**src/rtl/hallcap_pkg.sv**
```systemverilog
// Package hallcap_pkg
// Shared types and helpers for the Hall-filtered capture channel.
// Assumes: edge selections are given as separate rise/fall enables.
package hallcap_pkg;

    // Which transitions of the synchronized pin are of interest
    typedef struct packed {
        logic rise;
        logic fall;
    } edge_sel_t;

    // True when a detected transition matches the selection
    function automatic logic edge_hit(edge_sel_t sel, logic is_rise, logic is_fall);
        return (sel.rise & is_rise) | (sel.fall & is_fall);
    endfunction

endpackage

```
**src/rtl/hallcap_sync_edge.sv**
```systemverilog
// Module hallcap_sync_edge
// Brings an asynchronous pin into the clock domain through a chain of
// STAGES flops and flags rising and falling transitions of the result
// by comparison with the level one cycle earlier.
// Assumes: STAGES >= 2; reset level of the chain is low.
module hallcap_sync_edge #(
    parameter int STAGES = 2
) (
    input  logic clk,
    input  logic rst_n,
    input  logic pin,
    output logic level,
    output logic is_rise,
    output logic is_fall
);
    localparam int LAST = STAGES - 1;

    logic [STAGES-1:0] chain_q;
    logic              prev_q;

    // First synchronizer stage samples the raw pin
    always_ff @(posedge clk) begin
        if (!rst_n) chain_q[0] <= 1'b0;
        else        chain_q[0] <= pin;
    end

    genvar g;
    generate
        for (g = 1; g < STAGES; g++) begin : g_stage
            // Further synchronizer stages shift the level along
            always_ff @(posedge clk) begin
                if (!rst_n) chain_q[g] <= 1'b0;
                else        chain_q[g] <= chain_q[g-1];
            end
        end
    endgenerate

    // Remember the previous synchronized level for edge detection
    always_ff @(posedge clk) begin
        if (!rst_n) prev_q <= 1'b0;
        else        prev_q <= chain_q[LAST];
    end

    // Combinational transition flags
    always_comb begin
        level   = chain_q[LAST];
        is_rise = chain_q[LAST] & ~prev_q;
        is_fall = ~chain_q[LAST] & prev_q;
    end

endmodule

```
**src/rtl/hallcap_deadtime.sv**
```systemverilog
// Module hallcap_deadtime
// Optional noise filter. When enabled, a trigger loads a down-counter
// with the reload value; the fire output pulses in the cycle the count
// is at zero. Triggers while the counter runs are dropped. When
// disabled, the trigger passes straight through to fire.
// Assumes: reload is stable while a window is running.
module hallcap_deadtime #(
    parameter int DT_W = 8
) (
    input  logic            clk,
    input  logic            rst_n,
    input  logic            enable,
    input  logic            trig,
    input  logic [DT_W-1:0] reload,
    output logic            fire,
    output logic            busy
);
    logic [DT_W-1:0] cnt_q;
    logic            busy_q;

    // Run the dead-time window: load on trigger, count down, then end
    always_ff @(posedge clk) begin
        if (!rst_n) begin
            cnt_q  <= '0;
            busy_q <= 1'b0;
        end else if (!enable) begin
            cnt_q  <= '0;
            busy_q <= 1'b0;
        end else if (busy_q) begin
            if (cnt_q == '0) busy_q <= 1'b0;
            else             cnt_q  <= cnt_q - 1'b1;
        end else if (trig) begin
            cnt_q  <= reload;
            busy_q <= 1'b1;
        end
    end

    // Select between delayed and direct capture event
    always_comb begin
        busy = busy_q;
        if (enable) fire = busy_q && (cnt_q == '0);
        else        fire = trig;
    end

endmodule

```
**src/rtl/hallcap_timer.sv**
```systemverilog
// Module hallcap_timer
// Timer counter with wrap at a limit. Advances every clock, or only on
// qualified pin transitions in counter mode. A restart request clears
// it with priority. Any wrap or restart raises a one-cycle event.
// Assumes: limit may change at any time; a count above it runs on to
// the natural roll-over.
module hallcap_timer #(
    parameter int CNT_W = 16
) (
    input  logic             clk,
    input  logic             rst_n,
    input  logic             count_mode,
    input  logic             tick_edge,
    input  logic             restart,
    input  logic [CNT_W-1:0] limit,
    output logic [CNT_W-1:0] tc,
    output logic             wrap_evt
);
    logic [CNT_W-1:0] tc_q;
    logic             evt_q;
    logic             advance;

    // Decide whether this cycle moves the counter
    always_comb begin
        advance = count_mode ? tick_edge : 1'b1;
    end

    // Count, wrap at the limit, or restart on request
    always_ff @(posedge clk) begin
        if (!rst_n) begin
            tc_q  <= '0;
            evt_q <= 1'b0;
        end else begin
            evt_q <= 1'b0;
            if (restart) begin
                tc_q  <= '0;
                evt_q <= 1'b1;
            end else if (advance) begin
                if (tc_q == limit) begin
                    tc_q  <= '0;
                    evt_q <= 1'b1;
                end else begin
                    tc_q <= tc_q + 1'b1;
                end
            end
        end
    end

    // Drive outputs from the registers
    always_comb begin
        tc       = tc_q;
        wrap_evt = evt_q;
    end

endmodule

```
**src/rtl/hallcap_capture.sv**
```systemverilog
// Module hallcap_capture
// Capture register and sticky interrupt flag. A capture event stores
// the current count; with the interrupt enabled it sets the flag, which
// only a clear strobe removes. Set beats clear on the same edge.
// Assumes: capture events are single-cycle pulses.
module hallcap_capture #(
    parameter int CNT_W = 16
) (
    input  logic             clk,
    input  logic             rst_n,
    input  logic             cap_evt,
    input  logic [CNT_W-1:0] tc,
    input  logic             irq_en,
    input  logic             irq_clr,
    output logic [CNT_W-1:0] cap_value,
    output logic             irq_flag
);
    logic [CNT_W-1:0] cap_q;
    logic             flag_q;

    // Store the count on a capture event
    always_ff @(posedge clk) begin
        if (!rst_n)       cap_q <= '0;
        else if (cap_evt) cap_q <= tc;
    end

    // Sticky flag with set priority over clear
    always_ff @(posedge clk) begin
        if (!rst_n)                 flag_q <= 1'b0;
        else if (cap_evt && irq_en) flag_q <= 1'b1;
        else if (irq_clr)           flag_q <= 1'b0;
    end

    // Drive outputs from the registers
    always_comb begin
        cap_value = cap_q;
        irq_flag  = flag_q;
    end

endmodule

```
**src/rtl/hallcap_channel.sv**
```systemverilog
// Module hallcap_channel
// One timer channel with Hall-sensor capture. Synchronizes the capture
// pin, routes selected transitions through an optional dead-time filter
// into the capture register, flag and restart logic, and feeds counter
// mode ticks to the timer.
// Assumes: configuration is quasi-static; the PWM stage consumes limit_evt.
module hallcap_channel
    import hallcap_pkg::*;
#(
    parameter int CNT_W       = 16,
    parameter int DT_W        = 8,
    parameter int SYNC_STAGES = 2
) (
    input  logic             clk,
    input  logic             rst_n,
    input  logic             cap_pin,
    input  logic             cfg_cap_rise,
    input  logic             cfg_cap_fall,
    input  logic             cfg_filter_en,
    input  logic             cfg_irq_en,
    input  logic             cfg_reset_on_cap,
    input  logic             cfg_count_mode,
    input  logic             cfg_cnt_rise,
    input  logic             cfg_cnt_fall,
    input  logic [DT_W-1:0]  dt_reload,
    input  logic [CNT_W-1:0] limit,
    input  logic             irq_clr,
    output logic [CNT_W-1:0] tc_value,
    output logic [CNT_W-1:0] cap_value,
    output logic             irq_flag,
    output logic             limit_evt
);
    logic      pin_level;
    logic      pin_rise;
    logic      pin_fall;
    edge_sel_t cap_sel;
    edge_sel_t cnt_sel;
    logic      cap_trig;
    logic      cap_fire;
    logic      dt_busy;
    logic      cnt_hit;
    logic      cap_restart;

    // Pack edge selections and qualify detected transitions
    always_comb begin
        cap_sel     = '{rise: cfg_cap_rise, fall: cfg_cap_fall};
        cnt_sel     = '{rise: cfg_cnt_rise, fall: cfg_cnt_fall};
        cap_trig    = edge_hit(cap_sel, pin_rise, pin_fall);
        cnt_hit     = edge_hit(cnt_sel, pin_rise, pin_fall);
        cap_restart = cap_fire & cfg_reset_on_cap;
    end

    hallcap_sync_edge #(.STAGES(SYNC_STAGES)) u_sync (
        .clk     (clk),
        .rst_n   (rst_n),
        .pin     (cap_pin),
        .level   (pin_level),
        .is_rise (pin_rise),
        .is_fall (pin_fall)
    );

    hallcap_deadtime #(.DT_W(DT_W)) u_filter (
        .clk    (clk),
        .rst_n  (rst_n),
        .enable (cfg_filter_en),
        .trig   (cap_trig),
        .reload (dt_reload),
        .fire   (cap_fire),
        .busy   (dt_busy)
    );

    hallcap_timer #(.CNT_W(CNT_W)) u_timer (
        .clk        (clk),
        .rst_n      (rst_n),
        .count_mode (cfg_count_mode),
        .tick_edge  (cnt_hit),
        .restart    (cap_restart),
        .limit      (limit),
        .tc         (tc_value),
        .wrap_evt   (limit_evt)
    );

    hallcap_capture #(.CNT_W(CNT_W)) u_capture (
        .clk       (clk),
        .rst_n     (rst_n),
        .cap_evt   (cap_fire),
        .tc        (tc_value),
        .irq_en    (cfg_irq_en),
        .irq_clr   (irq_clr),
        .cap_value (cap_value),
        .irq_flag  (irq_flag)
    );

endmodule

```
**config.mk**
```make
export PLATFORM = sky130hd
export DESIGN_NAME = hallcap_channel
export DESIGN_NICKNAME = d
export VERILOG_FILES = /design/src/rtl/hallcap_pkg.sv /design/src/rtl/hallcap_sync_edge.sv /design/src/rtl/hallcap_deadtime.sv /design/src/rtl/hallcap_timer.sv /design/src/rtl/hallcap_capture.sv /design/src/rtl/hallcap_channel.sv
export SDC_FILE = /design/constraint.sdc
export NUM_CORES = 1
export LEC_CHECK = 0
export BUFFER_PORTS_ARGS = -buffer_cell sky130_fd_sc_hd__buf_2
export CORE_AREA = 5 5 77 72
export DETAILED_ROUTE_END_ITERATION = 6
export DIE_AREA = 0 0 82 77
export PLACE_DENSITY = 0.77
export RECOVER_POWER = 25
export SETUP_SLACK_MARGIN = 0.1
export SLEW_MARGIN = 20
export SYNTH_ARGS = -nofsm -noshare
export SYNTH_HDL_FRONTEND = slang
export SYNTH_SLANG_ARGS = --single-unit
```
**constraint.sdc**
```tcl
create_clock -name clk -period 1.95 [get_ports clk]
set_input_delay 0.39 -clock clk [delete_from_list [all_inputs] [get_ports clk]]
set_output_delay 0.39 -clock clk [all_outputs]
set_load 0.02 [all_outputs]
```
## Word level (Yosys, flattened, before mapping)

Cells that the tools add are included.

| word-level totals | value |
|---|---|
| bits in registers | 46 |
| input port bits | 36 |
| output and inout port bits | 34 |
| logic and storage cells | 47 |

| operators by class | value |
|---|---|
| $add $sub $neg | 2 |
| equality and inequality tests | 2 |
| mux-type cells | 14 |
| bitwise logic cells | 12 |
| reduce and logical (&&, ||, !) cells | 8 |

Operators with widths:

| cell | number |
|---|---|
| $mux W8 | 3 |
| $add A16 B1 Y16 const B | 1 |
| $eq A16 B16 Y1 | 1 |
| $mux W16 | 1 |
| $mux W1 | 10 |
| $logic_not A8 Y1 | 1 |
| $sub A8 B1 Y8 const B | 1 |
| $and A1 B1 Y1 | 7 |
| $reduce_and A2 Y1 | 2 |
| $reduce_bool A2 Y1 | 2 |
| $not A1 Y1 | 3 |
| $logic_and A1 B1 Y1 | 2 |
| $ne A2 B2 Y1 const B | 1 |
| $or A1 B1 Y1 | 2 |
| $reduce_or A2 Y1 | 1 |

## Longest topological paths before layout

| logic depth | value |
|---|---|
| depth after elaboration | 7 |
| depth in mapped cells | 8 |

## Cells and area by module

From an unflattened synthesis, not the netlist that was laid out.

| unflattened totals | value |
|---|---|
| cells, all modules | 236 |
| area, all modules | 2,297.2 um2 |

By module, submodules not included:

| module | times used | cells an instance | area an instance (um2) |
|---|---|---|---|
| hallcap_timer | 1 | 102 | 919.6 |
| hallcap_capture | 1 | 55 | 653.1 |
| hallcap_deadtime | 1 | 68 | 609.3 |
| hallcap_sync_edge | 1 | 8 | 91.3 |
| hallcap_channel | 1 | 3 | 23.8 |

## Worst setup path before layout

OpenSTA, ideal clock, no wires.

| timing | value |
|---|---|
| kind | register to register |
| from | register u_timer.tc_q[6], in the netlist u_timer.tc[6] |
| to | register u_timer.tc_q[6], in the netlist u_timer.tc[6] |
| library setup time | 115 ps |
| data arrival time | 1,675 ps |
| required time | 1,835 ps |
| path slack | 160 ps |
| stages on the path, launching flop included | 8 |
| cell sequence | dfxtp_1 clkbuf_1 xor2_1 nor4_1 nand4_1 o221ai_4 buf_6 nor2_1 |

| between the ends | value |
|---|---|
| cells in the longest elaborated chain, start to end | 2 |
| elaborated cells between the ends (all ways) | 3 |
| those cells by class | add/sub (1); eq/ne (1); mux (1) |

RTL lines:

| element | RTL line | RTL |
|---|---|---|
| start, declared | hallcap_timer.sv:19 | `logic [CNT_W-1:0] tc_q;` |
| start signal, assigned | hallcap_timer.sv:43 | `tc_q <= tc_q + 1'b1;` |
| $add A16 B1 Y16 or $eq A16 B16 Y1 (tied branches) | hallcap_timer.sv:43, hallcap_timer.sv:39 |  |
| $mux W16 * | hallcap_timer.sv:39 | `if (tc_q == limit) begin` |

Mark *: on every way between the ends. The rest lies on a longest branch, timed or not.
A chain may end at the register's enable or synchronous reset.

## Worst setup path in the final report

| timing | value |
|---|---|
| from | register u_filter.cnt_q[6] |
| to | register u_timer.tc_q[8], in the netlist u_timer.tc[8] |

| between the ends | value |
|---|---|
| cells in the longest elaborated chain, start to end | 5 |

RTL lines:

| element | RTL line | RTL |
|---|---|---|
| start, declared | hallcap_deadtime.sv:18 | `logic [DT_W-1:0] cnt_q;` |
| start signal, assigned | hallcap_deadtime.sv:31 | `else cnt_q <= cnt_q - 1'b1;` |
| start signal, assigned | hallcap_deadtime.sv:33 | `cnt_q <= reload;` |
| $logic_not A8 Y1 | hallcap_deadtime.sv:41 | `if (enable) fire = busy_q && (cnt_q == '0);` |
| $logic_and A1 B1 Y1 | hallcap_deadtime.sv:41 |  |
| $mux W1 | hallcap_deadtime.sv:41 |  |
| $and A1 B1 Y1 | hallcap_channel.sv:50 | `cap_restart = cap_fire & cfg_reset_on_cap;` |
| $reduce_or A2 Y1 (no line) | -- |  |

No other way between the ends.

==> metrics.yaml <==
gp_congestion: 0.7676
drt_iter0_drc: 82
critPathArrivalTime_ns: 1.93
io_pins: 70
synthDistinctLibCells: 41
drv_slew: 0
r2r_slack_ns: 0.21
stdcell_count: 402
grt_max_degree: 18
crit_path_max_fanout: 12
clk_pin_slew_ns: 0.09
initial_core_util: 0.4858
wl_per_cell_um: 13.55
r2r-start: "u_filter.cnt_q[6]$_SDFFE_PN0P_"
crit_type: "flip-flop to flip-flop"
synth.largest_area_cell: "dfxtp_1"
synth_area_um2: 2276
placed_cell_area_um2: 2794
rsz0062_at_grt: "no"
synth-edff-count: 0
hold_viol_final: 0
dieWidth_um: 82
cts_tree: "done"
grt_pass1_wl_um: 8790
syn_to_final_growth_pct: 27.27
whs_ns: 0.2992
ys_seq_elements: 46
finClkSkew_ns: 0.007157
clockRootBuffer: "clkbuf_8"
grt_use_total: 0.1761
cp-endpoint: "u_timer.tc[8]$_SDFFE_PP0P_"
p_total_mw: 1.771
multi_input_comb_area_um2: 1262
antenna_found_initial: 0
htreeDepth: 2
antenna_cells: 0
startpoint_type: "flip-flop"
fillers: 446
synth_cells: 249
avgSynthCellArea_um2: 9.140
worstSkewPairLatency_ns: 0.30
totalWireLength_um: 5448
synth_top_flop_cell: "dfxtp_1"
grt_overflow: 0
cap_violations: 0
die_area_um2: 6314
coreArea_um2: 4684
io_buffers: 69
p_per_area_nw_per_um2: 611.3
route.detailed.drc: 0
via_per_inst: 5.080
seq_area_um2: 923.4
worstHoldPathType: "primary input to flip-flop"
grt_pass1_vias: 1886
synthesis.nets: 288
worst_pin_slew_ns: 0.4350
setup_viol: 0
finalNetCount: 375
drive_above_1_share: 0.2552
crit_start: "u_filter.cnt_q[6]$_SDFFE_PN0P_"
synth_area_leaders: "dfxtp_1 (40%), xor2_1 (10%), mux2i_1 (7.5%)"
period_share: 0.8906
ir_drop_mv: 0.3960
r2r-end: "u_timer.tc[8]$_SDFFE_PP0P_"
ys_warn_count: 0
ff2ff_path_depth: 6
crit_required_ns: 2.15
final_antenna_net_count: 0
place_hpwl_um: 4112
post-place-cells: 392
fp.dieH_um: 77
synthArstFlopShare: 0
finalSetupTns_ns: 0
ys_seq_area_frac: 0.4046
max_freq_mhz: 575.8
slew-limit-headroom: 0.7100
firstDrtPassIters: 4
vias: 2042
fp-row-count: 24
min_period_ns: 1.737
cts.path.max_buffers: 2
synth_top_area_share: 0.4046
clkSinkCount: 46
p_leak_nw: 1.324
status: "finished clean"
crit_path_end_kind: "flip-flop"
final_cell_area_um2: 2897
cts_buffers: 5
## layer usage
layer / share of wire / GRT usage / up-vias
met5: 0 / 0 / -
met4: 0.011 / 0.04651 / 0
met3: 0.066 / 0.05621 / 6
met2: 0.46 / 0.2706 / 56
met1: 0.47 / 0.2362 / 940
li1: - / - / 1040
## power breakdown
part           switching [mW]  internal (mW)  leakage, nW
registers              0.0117          0.951        0.373
clock network           0.332          0.285       0.0472
logic                  0.0994         0.0917        0.904
total                   0.443           1.33         1.32
## worst min path at each step
stage / startpoint / endpoint / slack [ns] / cells past startpoint
floorplan: u_sync.chain_q[0]$_SDFF_PN0_ / u_sync.level$_SDFF_PN0_ / 0.41 / 1
global placement: u_sync.chain_q[0]$_SDFF_PN0_ / u_sync.level$_SDFF_PN0_ / 0.41 / 1
detailed placement: u_sync.chain_q[0]$_SDFF_PN0_ / u_sync.level$_SDFF_PN0_ / 0.42 / 1
CTS: cap_pin / u_sync.chain_q[0]$_SDFF_PN0_ / 0.29 / 2
global route: cap_pin / u_sync.chain_q[0]$_SDFF_PN0_ / 0.29 / 2
finish: cap_pin / u_sync.chain_q[0]$_SDFF_PN0_ / 0.30 / 2
## Yosys cell counts (3+ instances only)
library cell,count
a211oi_1,3
nor2b_1,22
clkbuf_1,7
o22ai_1,3
xor2_1,26
mux2i_1,17
nand2_1,14
xnor2_1,4
a21oi_1,9
nand3b_1,4
ha_1,3
nand3_1,5
o21ai_0,11
inv_1,9
nor4_1,4
and2_1,5
dfxtp_1,46
nand4_1,7
nor2_1,21
## registers in the layout, summed over array words and instances (netlist names)
register and cells:
u_capture.cap_value 16, u_capture.irq_flag 1, u_filter.busy 1, u_filter.cnt_q 8, u_sync.chain_q 1, u_sync.level 1
u_sync.prev_q 1, u_timer.tc 16, u_timer.wrap_evt 1
## through the flow
| step | util | setup WS [ns] |
|---|---|---|
| floorplan | - | 0.1603 |
| global route | 0.6183 | 0.09903 |
| detailed placement | 0.5964 | 0.1085 |
| CTS | 0.6167 | 0.1326 |
| finish | 0.6183 | 0.2134 |
| global placement | 0.5964 | 0.09149 |
## layout make-up
class | count | share of cell area
multi-input combinational | 183 | 0.4359
sequential | 46 | 0.3188
timing repair buffer | 91 | 0.1728
clock buffer | 6 | 0.02851
tap | 65 | 0.02808
inverter | 9 | 0.01166
clock inverter | 2 | 0.004320
## placed cells by master, fill, tap and decap left out, types with 5 or more instances in the layout
master / instances
clkbuf_1: 18
clkbuf_8: 6
buf_4: 21
mux2i_1: 17
nor2_1: 21
nor2b_1: 22
dfxtp_1: 44
a21oi_1: 9
o21ai_0: 10
buf_2: 51
nand3_1: 5
nand4_1: 7
xor2_1: 26
inv_1: 9
nand2_1: 14
## timing repair
action / CTS / global route
hold buffers: 0 / 0
gates resized for setup: 0 / 3
setup endpoints to repair: 0 / 20
setup buffers: 0 / 2
## logic make-up after synthesis
| group | after synthesis | synth area share |
|---|---|---|
| buffers and inverters | 20 | 0.04068 |
| muxes | 18 | 0.08136 |
| and+or+nand+nor | 92 | 0.2210 |
| xor gates and xnor gates | 30 | 0.1154 |
| AOI/OAI and AO/OA | 40 | 0.1204 |
| adders and majority gates | 3 | 0.01649 |
| DFF | 46 | 0.4046 |
## critical path, cell delays in order, from the launching register on
cell and delay [ns]:
dfxtp_1 0.36, nor4_2 0.31, nand4_1 0.17, mux2_4 0.35, o221ai_4 0.22, buf_12 0.16, nor2_1 0.05
Note: power is estimated with default switching activity, not from simulation.
